**src/rtl/tlc_pkg.sv**
```systemverilog
`timescale 1ns/1ps
package tlc_pkg;
  typedef enum logic [1:0] {
    PH_AMBER  = 2'd0,
    PH_GO     = 2'd1,
    PH_DECIDE = 2'd2,
    PH_EXTEND = 2'd3
  } phase_e;

  typedef struct packed {
    logic red;
    logic amber;
    logic green;
  } lamp_t;
endpackage

```
**src/rtl/tlc_timer.sv**
```systemverilog
`timescale 1ns/1ps
module tlc_timer #(
  parameter int GREEN_TICKS  = 16,
  parameter int YELLOW_TICKS = 4
) (
  input  logic clk,
  input  logic rst_n,
  input  logic load,
  input  logic pick_green,
  output logic expire
);
  localparam int MAX_TICKS = (GREEN_TICKS > YELLOW_TICKS) ? GREEN_TICKS : YELLOW_TICKS;
  localparam int CNT_W     = $clog2(MAX_TICKS + 1);

  logic [CNT_W-1:0] cnt_q, cnt_d;
  logic             cnt_en;

  // Count down to zero and idle there until the sequencer reloads.
  always_comb begin
    cnt_en = load | (cnt_q != '0);
    if (load) cnt_d = pick_green ? CNT_W'(GREEN_TICKS) : CNT_W'(YELLOW_TICKS);
    else      cnt_d = cnt_q - CNT_W'(1);
  end

  always_ff @(posedge clk or negedge rst_n) begin
    if (!rst_n)      cnt_q <= CNT_W'(YELLOW_TICKS);
    else if (cnt_en) cnt_q <= cnt_d;
  end

  assign expire = (cnt_q == CNT_W'(1));

  // With both periods at least two, an expiry never repeats back to back.
  assert_expire_single_R2: assert property (@(posedge clk) disable iff (!rst_n)
    expire |=> !expire);
endmodule

```
**src/rtl/tlc_sequencer.sv**
```systemverilog
`timescale 1ns/1ps
module tlc_sequencer
  import tlc_pkg::*;
(
  input  logic   clk,
  input  logic   rst_n,
  input  logic   expire,
  input  logic   sense_h1,
  input  logic   sense_h2,
  output phase_e phase_q,
  output logic   flag_q,
  output logic   load,
  output logic   pick_green
);
  phase_e phase_d;
  logic   flag_d;
  logic   sense_act;
  logic   seq_en;

  // Flag high selects heading 1, low selects heading 2.
  assign sense_act = flag_q ? sense_h1 : sense_h2;
  assign seq_en    = expire | (phase_q == PH_DECIDE);

  always_comb begin
    phase_d    = phase_q;
    flag_d     = flag_q;
    load       = 1'b0;
    pick_green = 1'b0;
    unique case (phase_q)
      PH_AMBER: if (expire) begin
        phase_d    = PH_GO;
        flag_d     = ~flag_q;
        load       = 1'b1;
        pick_green = 1'b1;
      end
      PH_GO: if (expire) begin
        phase_d = PH_DECIDE;
        load    = 1'b1;
      end
      PH_DECIDE: begin
        phase_d = sense_act ? PH_EXTEND : PH_AMBER;
        load    = 1'b1;
      end
      PH_EXTEND: if (expire) begin
        phase_d = PH_AMBER;
        load    = 1'b1;
      end
      default: begin
        phase_d = PH_AMBER;
        load    = 1'b1;
      end
    endcase
  end

  always_ff @(posedge clk or negedge rst_n) begin
    if (!rst_n) begin
      phase_q <= PH_AMBER;
      flag_q  <= 1'b0;
    end else if (seq_en) begin
      phase_q <= phase_d;
      flag_q  <= flag_d;
    end
  end

  assert_flag_swap_R2: assert property (@(posedge clk) disable iff (!rst_n)
    (flag_q != $past(flag_q)) |-> ($past(phase_q) == PH_AMBER && $past(expire)));

  assert_decide_once_R3: assert property (@(posedge clk) disable iff (!rst_n)
    (phase_q == PH_DECIDE) |=> (phase_q != PH_DECIDE));

  assert_extend_on_sense_R4: assert property (@(posedge clk) disable iff (!rst_n)
    (phase_q == PH_DECIDE && sense_act) |=> (phase_q == PH_EXTEND));

  assert_amber_on_quiet_R4: assert property (@(posedge clk) disable iff (!rst_n)
    (phase_q == PH_DECIDE && !sense_act) |=> (phase_q == PH_AMBER));
endmodule

```
**src/rtl/tlc_lamp_decode.sv**
```systemverilog
`timescale 1ns/1ps
module tlc_lamp_decode
  import tlc_pkg::*;
#(
  parameter int NUM_HEADINGS = 2
) (
  input  phase_e                  phase,
  input  logic                    flag,
  output lamp_t [NUM_HEADINGS-1:0] lamps
);
  for (genvar g = 0; g < NUM_HEADINGS; g++) begin : g_head
    logic active;
    // Index 0 is heading 1 (runs when flag is high), index 1 is heading 2.
    assign active = (g == 0) ? flag : ~flag;
    always_comb begin
      lamps[g].red   = ~active;
      lamps[g].amber = active & (phase == PH_AMBER);
      lamps[g].green = active & (phase != PH_AMBER);
    end
  end
endmodule

```
**src/rtl/xing_light_ctrl.sv**
```systemverilog
`timescale 1ns/1ps
module xing_light_ctrl
  import tlc_pkg::*;
#(
  parameter int GREEN_TICKS  = 16,
  parameter int YELLOW_TICKS = 4
) (
  input  logic clk,
  input  logic rst_n,
  input  logic sense_h1,
  input  logic sense_h2,
  output logic h1_red,
  output logic h1_amber,
  output logic h1_green,
  output logic h2_red,
  output logic h2_amber,
  output logic h2_green
);
  localparam int NUM_HEADINGS = 2;
  localparam int SYNC_STAGES  = 2;

  logic [SYNC_STAGES-1:0] rst_sync_q;
  logic                   core_rst_n;
  logic                   expire, load, pick_green, flag;
  phase_e                 phase;
  lamp_t [NUM_HEADINGS-1:0] lamps;

  // Assert asynchronously, release after SYNC_STAGES clock edges.
  always_ff @(posedge clk or negedge rst_n) begin
    if (!rst_n) rst_sync_q <= '0;
    else        rst_sync_q <= {rst_sync_q[SYNC_STAGES-2:0], 1'b1};
  end
  assign core_rst_n = rst_sync_q[SYNC_STAGES-1];

  tlc_timer #(
    .GREEN_TICKS (GREEN_TICKS),
    .YELLOW_TICKS(YELLOW_TICKS)
  ) u_timer (
    .clk       (clk),
    .rst_n     (core_rst_n),
    .load      (load),
    .pick_green(pick_green),
    .expire    (expire)
  );

  tlc_sequencer u_seq (
    .clk       (clk),
    .rst_n     (core_rst_n),
    .expire    (expire),
    .sense_h1  (sense_h1),
    .sense_h2  (sense_h2),
    .phase_q   (phase),
    .flag_q    (flag),
    .load      (load),
    .pick_green(pick_green)
  );

  tlc_lamp_decode #(.NUM_HEADINGS(NUM_HEADINGS)) u_lamps (
    .phase(phase),
    .flag (flag),
    .lamps(lamps)
  );

  assign h1_red   = lamps[0].red;
  assign h1_amber = lamps[0].amber;
  assign h1_green = lamps[0].green;
  assign h2_red   = lamps[1].red;
  assign h2_amber = lamps[1].amber;
  assign h2_green = lamps[1].green;

  assert_one_lamp_R7: assert property (@(posedge clk) disable iff (!core_rst_n)
    ($countones({h1_red, h1_amber, h1_green}) == 1) &&
    ($countones({h2_red, h2_amber, h2_green}) == 1));

  assert_one_red_R6: assert property (@(posedge clk) disable iff (!core_rst_n)
    $countones({h1_red, h2_red}) == 1);
endmodule

```
**config.mk**
```make
export PLATFORM = sky130hd
export DESIGN_NAME = xing_light_ctrl
export DESIGN_NICKNAME = d
export VERILOG_FILES = /design/src/rtl/tlc_pkg.sv /design/src/rtl/tlc_timer.sv /design/src/rtl/tlc_sequencer.sv /design/src/rtl/tlc_lamp_decode.sv /design/src/rtl/xing_light_ctrl.sv
export SDC_FILE = /design/constraint.sdc
export NUM_CORES = 1
export LEC_CHECK = 0
export BUFFER_PORTS_ARGS = -buffer_cell sky130_fd_sc_hd__buf_2
export CAP_MARGIN = 20
export CORE_AREA = 3 3 40 42
export DETAILED_ROUTE_END_ITERATION = 6
export DIE_AREA = 0 0 43 45
export GPL_ROUTABILITY_DRIVEN = 0
export PLACE_DENSITY = 0.63
export SLEW_MARGIN = 40
export SYNTH_ARGS = -nofsm -noshare
export SYNTH_HDL_FRONTEND = slang
export SYNTH_HIERARCHICAL = 1
export SYNTH_SLANG_ARGS = --single-unit
```
**constraint.sdc**
```tcl
create_clock -name clk -period 1.9 [get_ports clk]
set_clock_uncertainty 0.05 [all_clocks]
set_input_delay 0.095 -clock clk [delete_from_list [all_inputs] [get_ports clk]]
set_output_delay 0.095 -clock clk [all_outputs]
set_load 0.01 [all_outputs]
```
; Word level (Yosys, flattened, before mapping)
; Index checks and enable logic that the tools add are counted.
[word_totals]
output_inout_bits = 6
ff_bits = 10
elab_cells = 36
in_bits = 4
[classes]
n_addsub = 1
n_reduce_logical = 6
n_eq_ne = 7
n_mux = 11
bitwise_logic = 7
[op_table]
columns = operator, count
row1 = $mux W5, 2
row2 = $mux W2, 4
row3 = $pmux W2 S4, 1
row4 = $ne A2 B1 Y1 const B, 3
row5 = $eq A5 B1 Y1 const B, 1
row6 = $reduce_bool A5 Y1, 1
row7 = $sub A5 B1 Y5 const B, 1
row8 = $and A1 B1 Y1, 4
row9 = $eq A2 B2 Y1 const B, 2
row10 = $reduce_and A4 Y1, 1
row11 = $mux W1, 3
row12 = $reduce_and A3 Y1, 1
row13 = $reduce_or A3 Y1, 1
row14 = $eq A2 B1 Y1 const B, 1
row15 = $logic_not A2 Y1, 1
row16 = $or A1 B1 Y1, 2
row17 = $pmux W1 S2, 1
row18 = $reduce_bool A2 Y1, 1
row19 = $not A1 Y1, 1

; Logic depth before layout (Yosys ltp)
[logic_depth]
ltp_word = 5
ltp_mapped = 6
ltp_nobuf = 6

; By module
; The synthesis kept the hierarchy.
[by_module_without_submodules]
columns = mod, n_inst, area_per_inst_um2, seq_area_each_um2, cells_per_inst
row1 = tlc_timer, 1, 281.5, 126.4, 27
row2 = tlc_sequencer, 1, 151.4, 75.1, 14
row3 = tlc_lamp_decode, 1, 53.8, 0.0, 7
row4 = xing_light_ctrl, 1, 53.8, 50.0, 3

; Worst setup path before layout
; Ideal clock, no wire load.
[synth_timing]
kind = register to register
startpoint = register u_timer.cnt_q[0]
endpoint = register u_timer.cnt_q[0]
t_required_ps = 1723
path_stages_with_launch = 6
path_buffers = 0
setup_time_ps = 127
t_arrival_ps = 1311
period_less_slack_ps = 1487
setup_slack_ps = 413
path_cell_list = dfrtp_1 inv_1 ha_1 or4b_4 xnor2_1 nor2_1
[synth_via]
elab_chain_cells = 4
elab_cells_between_ends = 7
cone_classes = add/sub (1) / eq/ne (1) / mux (3) / bitwise (1) / reduce/logical (1)
[synth_rtl]
columns = element, line
row1 = start: declaration, tlc_timer.sv:15  ; logic [CNT_W-1:0] cnt_q, cnt_d;
row2 = start signal: assignment, tlc_timer.sv:26  ; if (!rst_n) cnt_q <= CNT_W'(YELLOW_TICKS);
row3 = start signal: assignment, tlc_timer.sv:27  ; else if (cnt_en) cnt_q <= cnt_d;
row4 = $eq A5 B1 Y1, tlc_timer.sv:30  ; assign expire = (cnt_q == CNT_W'(1));
row5 = $mux W1, "tlc_sequencer.sv:30, tlc_sequencer.sv:36, tlc_sequencer.sv:44"
row6 = $pmux W1 S2, tlc_sequencer.sv:29  ; unique case (phase_q)
row7 = $mux W5 or $or A1 B1 Y1 (tied branches), "tlc_timer.sv:21, tlc_timer.sv:20"
; Parallel ways exist; a longest one is shown, timed or not.
; A chain may end at the register's enable or synchronous reset.

; Worst setup path in the final report
[layout_timing]
startpoint = register u_timer.cnt_q[0]
endpoint = register u_timer.cnt_q[1]
; The elaborated chain is that of the path after synthesis.

==> impl_metrics.toml <==
[critical_path]
crit_buf_inv = 1
worstSetupEndpointType = "flop"
crit_chain = "inv_1 -> ha_1 -> or4b_4 -> nor2_1 -> a211oi_2"
worstPathMaxFanout = 4
rr_worst_depth = 5
critPathSlowestCell = "or4b_4"
max_stage_delay_ns = 0.50
path_depth = 5
worstPathRequired_ns = 1.98
timing_worst_setup_path_type = "reg -> reg"
arrival_ns = 1.69
startpoint_type = "flop"
path_delay_family = "simple AND/OR/NAND/NOR gates"

[global_route]
grt_pass1_wl_mm = 1.57
grt_max_degree = 10
first_global_vias = 352
grt_overflow = 0
grt_use_total_pct = 11.4
antenna_found_initial = 0

[power]
power_mw = 1.10
combinationalPowerShare_pct = 44.3
p_int_uw = 671
p_clk_share_pct = 17.0
seqPwrFrac_pct = 38.7
power.density_nw_per_um2 = 1730
switching_power_uw = 431
ir_drop_mv = 0.680
p_leak_nw = 0.288
swShare_pct = 39.1

[route]
first_pass_iters = 4
via_count = 382
drcViolationCount = 0
routed_wirelength_um = 868
wl_per_cell_um = 11.1
ant_nets = 0
first_iter_violations = 6
vias_per_cell = 4.90

[logic_synthesis]
synth_top_cell_by_area = "dfrtp_1"
ys_ff_latch = 10
syn_nets = 57
ys_seq_area_share_pct = 46.5
synth_most_common_cell = "dfrtp_1"
avgSynthCellArea_sq_um = 10.6
synth_commonest_cells = "9 x dfrtp_1, 4 x inv_1"
ys_warn_count = 6
yosys.area.top_type_share_pct = 41.7
netlist_instances = 51
synth.distinct_cells = 25
synth_edf_count = 0
synth_area_sq_um = 541
synth.area.top_cells = "dfrtp_1 42%, dfstp_2 4.9%, ha_1 4.6%, nor3b_2 4.6%, nand2b_1 3.5%"
synth_ff_type = "dfrtp_1"
async_flop_share_pct = 100

[timing]
hold_violations = 0
rsz0062_at_grt = "false"
period_share_pct = 84.5
min_period_ns = 1.61
slew_viol_final = 0
worst_hold_slack_ns = 0.0721
setup_viol = 0
fmaxAchievable_mhz = 623
tns_ns = 0

[placement]
numPortBuffers = 9
dp.cells = 73

[clock_network]
clk_pin_slew_ns = 0.07
htreeDepth = 1
cts_max_path_buffers = 2
cts_setup_buffers = 0
cts-root-buf = "clkbuf_4"
numClockSinks = 10
clk_latency_ns = 0.26
cts_tree = "done"
cts_buffers = 3

[job]
drv_cap = 0

[die]
initial_core_util_pct = 42.1
die_w_um = 43
core_sq_um = 1280
num_rows = 13
io_pins = 10
die_y_um = 45
die_area_sq_um = 1940

[cells_and_area]
fin_util_pct = 49.5
drive_above_1_share_pct = 28.6
stdcell_count = 78
n_antenna_cell = 0
area_growth_pct = 17.6
final_nets = 70

[worst_hold_path]
hold_path_class = "in -> reg"
hold_depth = 3

[outcome]
status = "finished, final reports clean"
-- worst paths after layout --
kind	start	to	slack, ns
setup / recovery	u_timer/cnt_q[0]	u_timer/cnt_q[1]	0.29
hold / removal	sense_h1	u_seq/phase_q[1]	0.07
setup reg to reg	u_timer/cnt_q[0]	u_timer/cnt_q[1]	0.29
hold reg to reg	rst_sync_q[1]	u_timer/cnt_q[0]	0.08
max in group asynchronous	rst_sync_q[1]	u_timer/cnt_q[2]	1.44
min in group asynchronous	rst_sync_q[1]	u_timer/cnt_q[0]	0.08
-- area by class of cell --
| cell class | count | area, sq um |
|---|---|---|
| timing repair buffer | 10 | 55.1 |
| tap | 15 | 18.8 |
| fill | 129 | 649 |
| inverter | 4 | 15.0 |
| sequential | 10 | 251 |
| multi-input combinational | 35 | 259 |
| clock buffer | 4 | 36.3 |
-- flip-flops by register name, summed over array words and instances (netlist names) --
name	count
u_seq/flag_q	1
u_seq/phase_q	2
u_timer/cnt_q	5
rst_sync_q	2
-- cells by family after synthesis --
kind of cell             after synthesis  synth area share, %
buffers and inverters                  6                 5.55
adder cells (fa/ha/maj)                2                 4.63
flip-flops                            10                 46.5
AO/OA/AOI/OAI                          9                 13.7
other                                  1                0.694
AND/OR/NAND/NOR                       19                 22.5
XOR/XNOR                               4                 6.48
-- through the flow --
| step | cell area (sq um) | setup slack (ns) |
|---|---|---|
| after floorplan | 541 | 0.413 |
| after global placement | 589 | 0.342 |
| after detailed placement | 589 | 0.324 |
| after CTS | 636 | 0.275 |
| after global routing | 636 | 0.158 |
| final | 636 | 0.294 |
-- worst reg2reg max path, delay by kind of cell, from the launching register on --
family	cells	cell delay [ns]
AO/OA/AOI/OAI	1	0.06
buffers and inverters	1	0.08
AND/OR/NAND/NOR	2	0.64
flip-flops	1	0.42
adder cells (fa/ha/maj)	1	0.22
-- cells in the final DEF, fill, tap and decap left out --
| cell type | count |
|---|---|
| clkbuf_4 | 3 |
| a211o_1 | 1 |
| xor2_1 | 2 |
| a211oi_2 | 1 |
| o21a_1 | 1 |
| nand2_1 | 3 |
| xnor2_1 | 2 |
| conb_1 | 1 |
| dfstp_2 | 1 |
| nor3b_2 | 2 |
| o21ba_1 | 1 |
| nor2b_1 | 1 |
| or4b_4 | 1 |
| and2_1 | 1 |
| buf_2 | 9 |
| dfrtp_1 | 9 |
| inv_1 | 4 |
| dlygate4sd3_1 | 1 |
| clkbuf_8 | 1 |
| ha_1 | 2 |
| nand2b_1 | 3 |
| a211oi_1 | 2 |
| nor3b_1 | 1 |
| nor2_1 | 3 |
| a21oi_1 | 1 |
| or3_1 | 1 |
| o31ai_1 | 2 |
| nor3_1 | 3 |
-- repair_timing --
item	4_1_cts	5_1_grt
endpoints found under the hold margin	2	0
gates resized for setup	0	0
hold buffers	1	0
-- power by group through the flow --
stage | clock (mW) | combinational [mW] | sequential (mW)
final | 0.188 | 0.488 | 0.427
after global routing | 0.207 | 0.545 | 0.451
after CTS | 0.198 | 0.496 | 0.428
after detailed placement | 0 | 0.488 | 0.429
after global placement | 0 | 0.488 | 0.427
after floorplan | 0 | 0.411 | 0.400
-- layer usage --
| layer | track usage [%] | vias up | share of wire [%] |
|---|---|---|---|
| li1 | - | 195 | - |
| met1 | 13.6 | 183 | 48 |
| met2 | 17.1 | 2 | 49 |
| met3 | 5.98 | 2 | 2.0 |
| met4 | 5.42 | 0 | 1.0 |
| met5 | 0 | - | 0 |
Power figures use the tool's default switching activity.
